<file path="src/rtl/gpio_irq_pkg.sv">
package gpio_irq_pkg;
  localparam int DATA_W = 32;
  localparam int IDX_W  = 3;

  typedef enum logic [IDX_W-1:0] {
    REG_VAL  = 3'd0,
    REG_DIR  = 3'd1,
    REG_IEN  = 3'd2,
    REG_STAT = 3'd3,
    REG_PEND = 3'd4,
    REG_CLR  = 3'd5,
    REG_MODE = 3'd6,
    REG_POL  = 3'd7
  } reg_idx_e;
endpackage

</file>
<file path="src/rtl/gpio_sync2.sv">
module gpio_sync2 #(
  parameter int W = 32
) (
  input  logic         clk,
  input  logic         rst_n,
  input  logic [W-1:0] d_in,
  output logic [W-1:0] d_out
);
  logic [W-1:0] stage1_q, stage2_q;

  always_ff @(posedge clk or negedge rst_n) begin
    if (!rst_n) begin
      stage1_q <= '0;
      stage2_q <= '0;
    end else begin
      stage1_q <= d_in;
      stage2_q <= stage1_q;
    end
  end

  assign d_out = stage2_q;
endmodule

</file>
<file path="src/rtl/gpio_pin_detect.sv">
module gpio_pin_detect (
  input  logic clk,
  input  logic rst_n,
  input  logic cur,
  input  logic edge_mode,
  input  logic pol,
  input  logic clr,
  output logic evt,
  output logic status
);
  logic prev_q, status_q, status_d;
  logic rise, fall, lvl_hit;

  always_comb begin
    rise    = cur & ~prev_q;
    fall    = prev_q & ~cur;
    lvl_hit = pol ? cur : ~cur;
    evt     = edge_mode ? (pol ? fall : rise) : lvl_hit;
    // edge status is sticky until cleared, level status follows the pin
    status_d = (status_q & ~clr & edge_mode) | evt;
  end

  always_ff @(posedge clk or negedge rst_n) begin
    if (!rst_n) begin
      prev_q   <= 1'b0;
      status_q <= 1'b0;
    end else begin
      prev_q   <= cur;
      status_q <= status_d;
    end
  end

  assign status = status_q;
endmodule

</file>
<file path="src/rtl/gpio_regfile.sv">
module gpio_regfile
  import gpio_irq_pkg::*;
#(
  parameter int N_PINS = 32
) (
  input  logic              clk,
  input  logic              rst_n,
  input  logic              bus_sel,
  input  logic              bus_wr,
  input  logic [IDX_W-1:0]  bus_addr,
  input  logic [DATA_W-1:0] bus_wdata,
  output logic [DATA_W-1:0] bus_rdata,
  input  logic [N_PINS-1:0] pin_sync,
  input  logic [N_PINS-1:0] status,
  output logic [N_PINS-1:0] out_val,
  output logic [N_PINS-1:0] dir,
  output logic [N_PINS-1:0] ien,
  output logic [N_PINS-1:0] edge_sel,
  output logic [N_PINS-1:0] pol,
  output logic [N_PINS-1:0] clr_mask
);
  logic [N_PINS-1:0] val_q, val_d, dir_q, dir_d, ien_q, ien_d;
  logic [N_PINS-1:0] mode_q, mode_d, pol_q, pol_d;
  logic [N_PINS-1:0] wbits, lvl, pend;
  logic              wr_en;
  reg_idx_e          idx;

  function automatic logic [DATA_W-1:0] widen(input logic [N_PINS-1:0] v);
    return DATA_W'(v);
  endfunction

  assign wr_en = bus_sel & bus_wr;
  assign idx   = reg_idx_e'(bus_addr);
  assign wbits = bus_wdata[N_PINS-1:0];

  always_comb begin
    val_d    = val_q;
    dir_d    = dir_q;
    ien_d    = ien_q;
    mode_d   = mode_q;
    pol_d    = pol_q;
    clr_mask = '0;
    if (wr_en) begin
      case (idx)
        REG_VAL:  val_d    = wbits;
        REG_DIR:  dir_d    = wbits;
        REG_IEN:  ien_d    = wbits;
        REG_CLR:  clr_mask = wbits;
        REG_MODE: mode_d   = wbits;
        REG_POL:  pol_d    = wbits;
        default:  ;
      endcase
    end
  end

  always_ff @(posedge clk or negedge rst_n) begin
    if (!rst_n) begin
      val_q  <= '0;
      dir_q  <= '0;
      ien_q  <= '0;
      mode_q <= '0;
      pol_q  <= '0;
    end else begin
      val_q  <= val_d;
      dir_q  <= dir_d;
      ien_q  <= ien_d;
      mode_q <= mode_d;
      pol_q  <= pol_d;
    end
  end

  assign lvl  = (dir_q & pin_sync) | (~dir_q & val_q);
  assign pend = status & ien_q;

  always_comb begin
    case (idx)
      REG_VAL:  bus_rdata = widen(lvl);
      REG_DIR:  bus_rdata = widen(dir_q);
      REG_IEN:  bus_rdata = widen(ien_q);
      REG_STAT: bus_rdata = widen(status);
      REG_PEND: bus_rdata = widen(pend);
      REG_MODE: bus_rdata = widen(mode_q);
      REG_POL:  bus_rdata = widen(pol_q);
      default:  bus_rdata = '0;
    endcase
  end

  assign out_val  = val_q;
  assign dir      = dir_q;
  assign ien      = ien_q;
  assign edge_sel = mode_q;
  assign pol      = pol_q;
endmodule

</file>
<file path="src/rtl/gpio_irq_ctrl.sv">
module gpio_irq_ctrl
  import gpio_irq_pkg::*;
#(
  parameter int N_PINS = 32
) (
  input  logic              clk,
  input  logic              rst_n,
  input  logic              bus_sel,
  input  logic              bus_wr,
  input  logic [IDX_W-1:0]  bus_addr,
  input  logic [DATA_W-1:0] bus_wdata,
  output logic [DATA_W-1:0] bus_rdata,
  input  logic [N_PINS-1:0] pin_in,
  output logic [N_PINS-1:0] pin_out,
  output logic [N_PINS-1:0] pin_oe,
  output logic              irq_o
);
  logic [1:0]        rst_pipe_q;
  logic              rst_sync_n;
  logic [N_PINS-1:0] pin_sync, status, evt;
  logic [N_PINS-1:0] out_val, dir, ien, edge_sel, pol, clr_mask;

  // reset asserts at once, deasserts after two clock edges
  always_ff @(posedge clk or negedge rst_n) begin
    if (!rst_n) rst_pipe_q <= 2'b00;
    else        rst_pipe_q <= {rst_pipe_q[0], 1'b1};
  end
  assign rst_sync_n = rst_pipe_q[1];

  gpio_sync2 #(.W(N_PINS)) sync_i (
    .clk(clk), .rst_n(rst_sync_n), .d_in(pin_in), .d_out(pin_sync)
  );

  gpio_regfile #(.N_PINS(N_PINS)) regs_i (
    .clk(clk), .rst_n(rst_sync_n),
    .bus_sel(bus_sel), .bus_wr(bus_wr), .bus_addr(bus_addr),
    .bus_wdata(bus_wdata), .bus_rdata(bus_rdata),
    .pin_sync(pin_sync), .status(status),
    .out_val(out_val), .dir(dir), .ien(ien),
    .edge_sel(edge_sel), .pol(pol), .clr_mask(clr_mask)
  );

  for (genvar i = 0; i < N_PINS; i++) begin : g_pin
    gpio_pin_detect det_i (
      .clk(clk), .rst_n(rst_sync_n), .cur(pin_sync[i]),
      .edge_mode(edge_sel[i]), .pol(pol[i]), .clr(clr_mask[i]),
      .evt(evt[i]), .status(status[i])
    );
  end

  assign pin_out = out_val;
  assign pin_oe  = ~dir;
  assign irq_o   = |(status & ien);
endmodule

</file>
<file path="config.mk">
export PLATFORM = sky130hd
export DESIGN_NAME = gpio_irq_ctrl
export DESIGN_NICKNAME = d
export VERILOG_FILES = /design/src/rtl/gpio_irq_pkg.sv /design/src/rtl/gpio_sync2.sv /design/src/rtl/gpio_pin_detect.sv /design/src/rtl/gpio_regfile.sv /design/src/rtl/gpio_irq_ctrl.sv
export SDC_FILE = /design/constraint.sdc
export NUM_CORES = 1
export LEC_CHECK = 0
export BUFFER_PORTS_ARGS = -buffer_cell sky130_fd_sc_hd__clkbuf_2
export CAP_MARGIN = 25
export CORE_UTILIZATION = 40
export DETAILED_ROUTE_END_ITERATION = 8
export GPL_TIMING_DRIVEN = 0
export PLACE_DENSITY = 0.63
export REMOVE_ABC_BUFFERS = 1
export SETUP_SLACK_MARGIN = 0.05
export SYNTH_ARGS = -nofsm -noshare
export SYNTH_HDL_FRONTEND = slang
export SYNTH_SLANG_ARGS = --single-unit
</file>
<file path="constraint.sdc">
create_clock -name clk -period 18.31 [get_ports clk]
set_input_delay 0.9155 -clock clk [delete_from_list [all_inputs] [get_ports clk]]
set_output_delay 0.9155 -clock clk [all_outputs]
set_load 0.02 [all_outputs]
</file>
==> results of run 1 <==
power by group through the flow:
| stage | clock network [mW] | logic (mW) | registers, mW |
|---|---|---|---|
| after global placement | 0 | 0.392 | 0.902 |
| after detailed placement | 0 | 0.416 | 0.897 |
| after global routing | 0.695 | 0.452 | 0.909 |
| final | 0.651 | 0.413 | 0.888 |
| after CTS | 0.670 | 0.418 | 0.886 |
| after floorplan | 0 | 0.265 | 0.888 |
Yosys cell counts (2+ instances only):
cell type    n  area, µm²
o211ai_1     3      22.52
nor3_4       2      32.53
buf_6        7      78.83
xnor2_1      2      17.52
inv_1       34      127.6
a221oi_1     6      52.55
buf_1        2      7.510
nor3b_4      2      37.54
nand2_1     70      262.8
and2_1       2      12.51
mux2_1       8      90.09
a222oi_1    12      120.1
buf_2       16      80.08
a31o_2      24      210.2
a21o_1      27      202.7
nand2b_1    41      256.5
nand4_1      3      18.77
a21oi_1     22      110.1
a22oi_1     39      292.8
nor2_1      52      195.2
and3_1       7      43.79
a31oi_1     29      181.4
clkbuf_1    17      63.81
a31o_1       6      52.55
a21boi_0     2      15.01
nor3_1      30      150.1
mux2i_1     22      220.2
mux2_2     137       1543
dfrtp_1    290       7257
nand3_1      3      15.01
a22o_1      18      157.7
o21ai_0     84      420.4
o22a_1       2      17.52
o21ai_1      4      20.02
buf_4       11      82.58
nand3b_1    29      217.7
and3b_1     30      262.8
metal layers:
metal | up-vias | track usage
li1 | 4393 | -
met1 | 4711 | 0.2855
met2 | 247 | 0.3360
met3 | 56 | 0.03452
met4 | 0 | 0.05748
met5 | - | 0
placed cells by master, fill, tap and decap left out, types with 4 or more instances in the layout:
cell type,instances
a21o_1,27
a21oi_1,22
a221oi_1,6
a222oi_1,12
a22o_1,18
a22oi_1,39
a31o_1,6
a31o_2,24
a31oi_1,29
and3_1,6
and3b_1,29
buf_16,11
buf_8,5
clkbuf_1,7
clkbuf_16,35
clkbuf_2,166
clkbuf_8,7
clkinv_2,5
dfrtp_1,289
inv_1,34
mux2_1,8
mux2_2,137
mux2i_1,22
nand2_1,70
nand2b_1,41
nand3b_1,29
nor2_1,51
nor3_1,30
o21ai_0,84
o21ai_1,4
worst register-to-register path, delay by kind of cell (launching register included):
kind / cells / cell delay (ps)
flops: 1 / 1000
buf+inv: 2 / 730
final cells by class:
cell class,instances,area [µm²]
Tap cell,435,544.3
Clock buffer,49,998.5
Sequential cell,290,7261
Multi-Input combinational cell,728,5359
Clock inverter,9,78.83
Inverter,34,127.6
Fill cell,2833,16170
Timing Repair Buffer,185,1256
worst paths after layout:
kind	start	end	slack [ps]	cells after the start
setup / recovery	bus_addr[2]	bus_rdata[14]	14130	6
hold / removal	rst_n	rst_pipe_q[1]	190	1
setup reg to reg	rst_pipe_q[1]	regs_i.dir[30]	16670	2
hold reg to reg	sync_i.stage1_q[17]	sync_i.d_out[17]	350	0
max in group asynchronous	rst_pipe_q[1]	regs_i.dir[30]	16670	2
min in group clk	sync_i.stage1_q[17]	sync_i.d_out[17]	350	0
cell families after synthesis:
group	count (synthesis)
flip-flops	290
AO/OA/AOI/OAI	281
AND/OR/NAND/NOR	277
multiplexers	167
buffers and inverters	88
XOR/XNOR	2
other	1
stage by stage:
stage / cells / hold WS [ps] / cell area, µm² / total power [mW] / utilization
2_1_floorplan: 1052 / 331.2 / 12720 / 1.153 / -
3_3_place_gp: 1654 / 331.7 / 14100 / 1.294 / 0.4436
3_5_place_dp: 1672 / 334.7 / 14550 / 1.313 / 0.4575
4_1_cts: 1730 / 173.9 / 15630 / 1.974 / 0.4914
5_1_grt: 1730 / 169.1 / 15630 / 2.056 / 0.4914
6_report: 1730 / 186.7 / 15630 / 1.952 / 0.4914
==> flow_summary.yaml, run 1 <==
yosys:
  syn_inst: 1106
  synthAdderAreaFrac: 0
  yosysWarnings: 0
  synth_simple_gate_area_frac: 0.1199
  synth_top_family_by_area: "compound AO/OA/AOI/OAI gates"
  synth_compound_area_frac: 0.1458
  async_flop_share: 1.000
  synth_area_um2: 13040
  synthFlopType: "dfrtp_1"
  yosysSeqAreaShare: 0.5564
  synth.avg_cell_area_um2: 11.79
  synth.area.mux_share: 0.1421
  synth-seq-cells: 290
  synth-xor-area-share: 0.001343
  synth_edf_count: 0
  yosysUniqueCellTypes: 48
route:
  dr.pass1.iters: 5
  wl_met2_mm: 15.88
  wl_met3_mm: 1.653
  drt-initial-drc-count: 563
  wl_met1_mm: 15.52
  highest_layer: "met4"
  via_count: 9407
  drc: 0
  wl_per_cell_um: 19.52
  finalWirelength_mm: 33.78
  drtAntennaViolNets: 0
  via_per_inst: 5.438
power:
  p_leak_nw: 7.076
  p_comb_frac: 0.212
  p_switching_mw: 0.5987
  clkPwrFrac: 0.334
  sw_frac_of_total: 0.3067
  p_per_area_nw_per_um2: 124.9
  peakVddDrop_uv: 77.73
  p_seq_frac: 0.455
  intPower_mw: 1.353
timing:
  hold_viol: 0
  period_share: 0.2284
  drv_slew: 0
  fin_crit_ps: 4182
  rsz0062_at_grt: "false"
  skew_ps: 11.33
  tns_ps: 0
  setup_ws_ps: 14130
  fmax_ghz: 0.2391
  tightestPinTransition_ps: 1015
  setup_viol: 0
  max_slew_margin: 0.3234
setup_path:
  worst-setup-path-type: "in -> out"
  cp_common_cell: "clkbuf_2"
  worst_ep_arrival_time_ps: 3270
  crit_path_end_kind: "output port"
  crit_fanout: 29
  cp_slowest_stage_delay_ps: 750
  cp-start-kind: "input port"
  path_buf_inv: 2
  required_ps: 17390
  crit_slowest_cell: "clkbuf_2"
  worstPathCellList: "clkbuf_2 > and2b_1 > a21o_1 > a22oi_1 > o21ai_0 > clkbuf_2"
  crit_family: "buffers and inverters"
hold_path:
  hold_path.class: "in -> async"
flow_run:
  drv_cap: 0
placed_design:
  portBuffers: 167
  hpwl_mm: 21.87
  place_congestion: 0.7611
  pre_cts_slack_ps: 14100
die:
  die_x_um: 182.6
  dieHeight_um: 182.6
  ios: 168
  dieArea_um2: 33330
  rows: 65
  design.core.area_um2: 31800
  start_util: 0.4102
global_route:
  antenna_found_initial: 0
  grt_pass1_wl_mm: 53.43
  grt_overflow_total: 0
  grt_pass1_vias: 9323
  grt_max_degree: 68
  track_usage: 0.2069
clocking:
  ctsResizeCount: 0
  cts_tree: "yes"
  path_clk_slew_ps: 50
  cts_buffers: 34
  numClockSinks: 290
  cts_setup_buffers: 0
  clockRootBuffer: "clkbuf_16"
  max-clock-path-buffers: 3
  clk-insertion-delay-late_ps: 500
  ctsHtreeMaxLevel: 2
  ctsHoldBuffers: 0
layout:
  syn2layout_area_growth_pct: 19.80
  diodes: 0
  final_nets: 1344
  drive_gt1_frac: 0.3166
status:
  status: "completed"
Note: power is estimated with default switching activity, not from simulation.
==> run 2: changes to the inputs <==
PLACE_DENSITY = 0.65   (was 0.63)
clock period = 3.45 ns   (was 18.31 ns; I/O delays follow)
==> flow_summary.yaml, run 2 (same netlist as run 1, synthesis figures left out) <==
setup_path:
  path_buf_inv: 2
  crit_path_end_kind: "output port"
  crit_fanout: 30
  worst-setup-path-type: "in -> out"
  cp_common_cell: "clkbuf_2"
  cp_slowest_stage_delay_ps: 980
  reg2reg_from: "rst_pipe_q[1]"
  worstPathCellList: "clkbuf_2 > and3b_2 > a222oi_1 > o21ai_0 > clkbuf_2"
  required_ps: 3280
  cp-start-kind: "input port"
  crit_family: "simple AND/OR/NAND/NOR gates"
  worstSetupStartpoint: "bus_addr[1]"
  crit_slowest_cell: "and3b_2"
  worst_ep_arrival_time_ps: 2590
timing:
  hold_viol: 0
  drv_slew: 0
  skew_ps: 17.88
  max_slew_margin: 0.3410
  tightestPinTransition_ps: 988.5
  fin_crit_ps: 2759
  period_share: 0.7997
  setup_viol: 0
  hold_ws_ps: 316.4
  rsz0062_at_grt: "false"
  fmax_ghz: 0.3625
clocking:
  max-clock-path-buffers: 3
  cts_setup_buffers: 0
  ctsHtreeMaxLevel: 2
  clockRootBuffer: "clkbuf_16"
  clk-insertion-delay-late_ps: 500
  cts_buffers: 34
  ctsResizeCount: 0
  path_clk_slew_ps: 60
  numClockSinks: 290
  cts_tree: "yes"
die:
  ios: 168
  dieArea_um2: 33330
  rows: 65
  dieHeight_um: 182.6
  design.core.area_um2: 31800
  die_x_um: 182.6
  start_util: 0.4102
global_route:
  grt_pass1_wl_mm: 53.99
  grt_overflow_total: 0
  grt_pass1_vias: 9610
  track_usage: 0.2075
  antenna_found_initial: 0
  grt_max_degree: 72
route:
  drt-initial-drc-count: 610
  drc: 0
  finalWirelength_mm: 34.14
  wl_per_cell_um: 18.99
  drtAntennaViolNets: 0
  via_count: 9694
  via_per_inst: 5.392
  dr.pass1.iters: 5
placed_design:
  portBuffers: 167
  place_congestion: 0.7818
  hpwl_mm: 21.87
layout:
  final_nets: 1413
  final_common_cell: "dfrtp_1"
  diodes: 0
  syn2layout_area_growth_pct: 25.96
  layout_common_cells: "dfrtp_1, clkbuf_2, mux2_2"
  drive_gt1_frac: 0.3030
  fillerInstances: 2793
flow_run:
  drv_cap: 0
status:
  status: "completed"
hold_path:
  hold_path.class: "in -> reg"
  hold_start: "pin_in[16]"
power:
  p_per_area_nw_per_um2: 653.5
  p_leak_nw: 7.420
  peakVddDrop_uv: 383.8
  finalPower_mw: 10.74
[run 2: cell count changes in the layout (fill, tap and decap cells not counted), sizes merged]
cell | previous run | this run
inv | 35 | 34
clkbuf | 216 | 215
clkinv | 5 | 3
bufinv | 1 | 5
buf | 18 | 21
dlygate4sd3 | 0 | 66
clkinvlp | 2 | 1
[run 2: where the power goes]
group / leakage [nW] / internal, mW / switching (mW) / total, mW
clock network: 0.582 / 2.42 / 1.35 / 3.77
registers: 3.45 / 4.04 / 0.667 / 4.71
logic: 3.39 / 1.11 / 1.15 / 2.25
total: 7.42 / 7.57 / 3.17 / 10.7
[run 2: worst paths after layout]
| kind | slack [ps] | cells past startpoint | endpoint |
|---|---|---|---|
| setup / recovery | 690 | 5 | bus_rdata[8] |
| hold / removal | 320 | 2 | sync_i.stage1_q[16] |
| setup reg to reg | 1910 | 2 | regs_i.pol[11] |
| hold reg to reg | 340 | 0 | sync_i.d_out[12] |
| max in group asynchronous | 1910 | 2 | regs_i.pol[11] |
| min in group asynchronous | 440 | 0 | regs_i.pol[29] |
[run 2: worst reg2reg max path: stages (launching register included)]
cell	delay, ps
dfrtp_4	980
buf_16	390
buf_16	300
[run 2: final cells by class]
class,instances,area (µm²),share of cell area
clock buffers,48,1017,0.06192
clock inverters,9,172.7,0.01051
well taps,435,544.3,0.03313
flip-flops and latches,290,7261,0.4420
multi-input cells,728,5359,0.3262
inverters,34,127.6,0.007768
repair buffers,254,1947,0.1185
[run 2: stage by stage]
step	util	cells	TNS (ps)	setup WS (ps)	area, µm²
CTS	0.5166	1798	0	707.9	16430
global placement	0.4436	1654	-2692510	-8713	14100
finish	0.5166	1798	0	691.1	16430
detailed placement	0.4584	1675	0	192.4	14580
floorplan	-	1052	-1506390	-5231	12720
global route	0.5166	1798	0	619.4	16430
[run 2: timing repair]
action	in CTS	in global routing
hold buffers	66	0
setup endpoints to repair	0	0
hold endpoints to repair	146	0
[run 2: layer usage]
| metal | wire length, µm | GRT usage | share of wire |
|---|---|---|---|
| met4 | 612 | 0.05815 | 0.018 |
| met3 | 1412 | 0.02694 | 0.041 |
| met5 | 0 | 0 | 0 |
| met2 | 16270 | 0.3365 | 0.48 |
| met1 | 15840 | 0.2915 | 0.46 |
==> run 3: changes to the inputs <==
PLACE_DENSITY = 0.63   (was 0.65)
clock period = 2.6 ns   (was 3.45 ns; I/O delays follow)
==> flow_summary.yaml, run 3 (same netlist as run 1, synthesis figures left out) <==
layout:
  fillerInstances: 2775
  final_nets: 1412
  fin_util: 0.5137
  drive_gt1_frac: 0.3037
  diodes: 0
  final_common_cell: "dfrtp_1"
  layout_common_cells: "dfrtp_1, clkbuf_2, mux2_2"
  syn2layout_area_growth_pct: 25.24
clocking:
  clockRootBuffer: "clkbuf_16"
  path_clk_slew_ps: 50
  max-clock-path-buffers: 3
  clk-insertion-delay-late_ps: 500
  cts_tree: "yes"
  ctsHtreeMaxLevel: 2
  numClockSinks: 290
  cts_buffers: 34
timing:
  tightestPinTransition_ps: 896.0
  rsz0062_at_grt: "false"
  hold_viol: 0
  drv_slew: 0
  fin_crit_ps: 2417
  fmax_ghz: 0.4138
  setup_viol: 0
  tns_ps: 0
  hold_ws_ps: 263.1
  max_slew_margin: 0.4027
  skew_ps: 12.62
  period_share: 0.9295
setup_path:
  worst_ep_arrival_time_ps: 2290
  required_ps: 2470
  reg2reg_from: "rst_pipe_q[1]"
  worstSetupStartpoint: "bus_addr[1]"
  cp-start-kind: "input port"
  crit_path_end_kind: "output port"
  worst-setup-path-type: "in -> out"
  crit_fanout: 28
die:
  design.core.area_um2: 31800
  die_x_um: 182.6
  rows: 65
  start_util: 0.4102
  ios: 168
  dieArea_um2: 33330
  dieHeight_um: 182.6
hold_path:
  hold_start: "pin_in[13]"
  hold_path.class: "in -> reg"
route:
  via_count: 9637
  wl_per_cell_um: 19.05
  drtAntennaViolNets: 0
  drc: 0
  finalWirelength_mm: 34.25
  drt-initial-drc-count: 560
  dr.pass1.iters: 5
  via_per_inst: 5.360
global_route:
  antenna_found_initial: 0
  grt_overflow_total: 0
  grt_pass1_vias: 9584
  grt_pass1_wl_mm: 54.23
  track_usage: 0.2098
  grt_max_degree: 68
status:
  status: "completed"
placed_design:
  hpwl_mm: 21.87
  place_congestion: 0.7611
  portBuffers: 167
power:
  p_per_area_nw_per_um2: 846.4
  finalPower_mw: 13.83
  p_leak_nw: 7.366
  peakVddDrop_uv: 537.3
flow_run:
  drv_cap: 0
-- run 3: what timing repair did --
action,CTS,global route
hold buffers,66,0
setup buffers,0,2
hold endpoints to repair,217,0
gates resized for setup,4,2
endpoints found under the setup margin,65,30
-- run 3: area by class of cell --
| type | count | area [µm²] | area share |
|---|---|---|---|
| Clock inverter | 9 | 78.83 | 0.004826 |
| Inverter | 34 | 127.6 | 0.007813 |
| Timing Repair Buffer | 253 | 1959 | 0.1200 |
| Multi-Input combinational cell | 728 | 5365 | 0.3285 |
| Sequential cell | 290 | 7261 | 0.4445 |
| Tap cell | 435 | 544.3 | 0.03332 |
| Clock buffer | 49 | 998.5 | 0.06113 |
-- run 3: per-stage QoR --
stage | std cells | setup WS, ps | instance area (µm²)
floorplan | 1052 | -6081 | 12720
global placement | 1654 | -9619 | 14100
detailed placement | 1672 | -607.8 | 14550
CTS | 1796 | 81.77 | 16290
global route | 1798 | 81.58 | 16330
finish | 1798 | 183.4 | 16330
-- run 3: worst paths after layout --
path / to / cells past startpoint / slack, ps
max in group asynchronous: regs_i.dir[30] / 2 / 970
min in group asynchronous: regs_i.pol[29] / 0 / 460
worst min register to register: sync_i.d_out[17] / 0 / 350
worst min-delay path: sync_i.stage1_q[13] / 2 / 260
worst max-delay path: bus_rdata[22] / 7 / 180
worst max register to register: regs_i.dir[30] / 2 / 970
-- run 3: critical path, stage by stage --
cell and delay [ps]:
buf_2 620, and2_2 640, buf_16 240, a22o_1 140, a22oi_1 60, o21ai_0 170
clkbuf_2 240
-- run 3: per-layer routing --
layer,part of all wire,track usage,vias to the layer above
met5,0,0,-
met4,0.020,0.05748,0
met3,0.050,0.03412,51
met2,0.47,0.3437,253
met1,0.46,0.2878,4803
li1,-,-,4530
-- run 3: report_power, final --
| part | internal [mW] | total [mW] | switching (mW) | leakage [nW] |
|---|---|---|---|---|
| registers | 5.36 | 6.25 | 0.885 | 3.45 |
| logic | 1.47 | 2.99 | 1.52 | 3.39 |
| clock network | 2.76 | 4.58 | 1.82 | 0.528 |
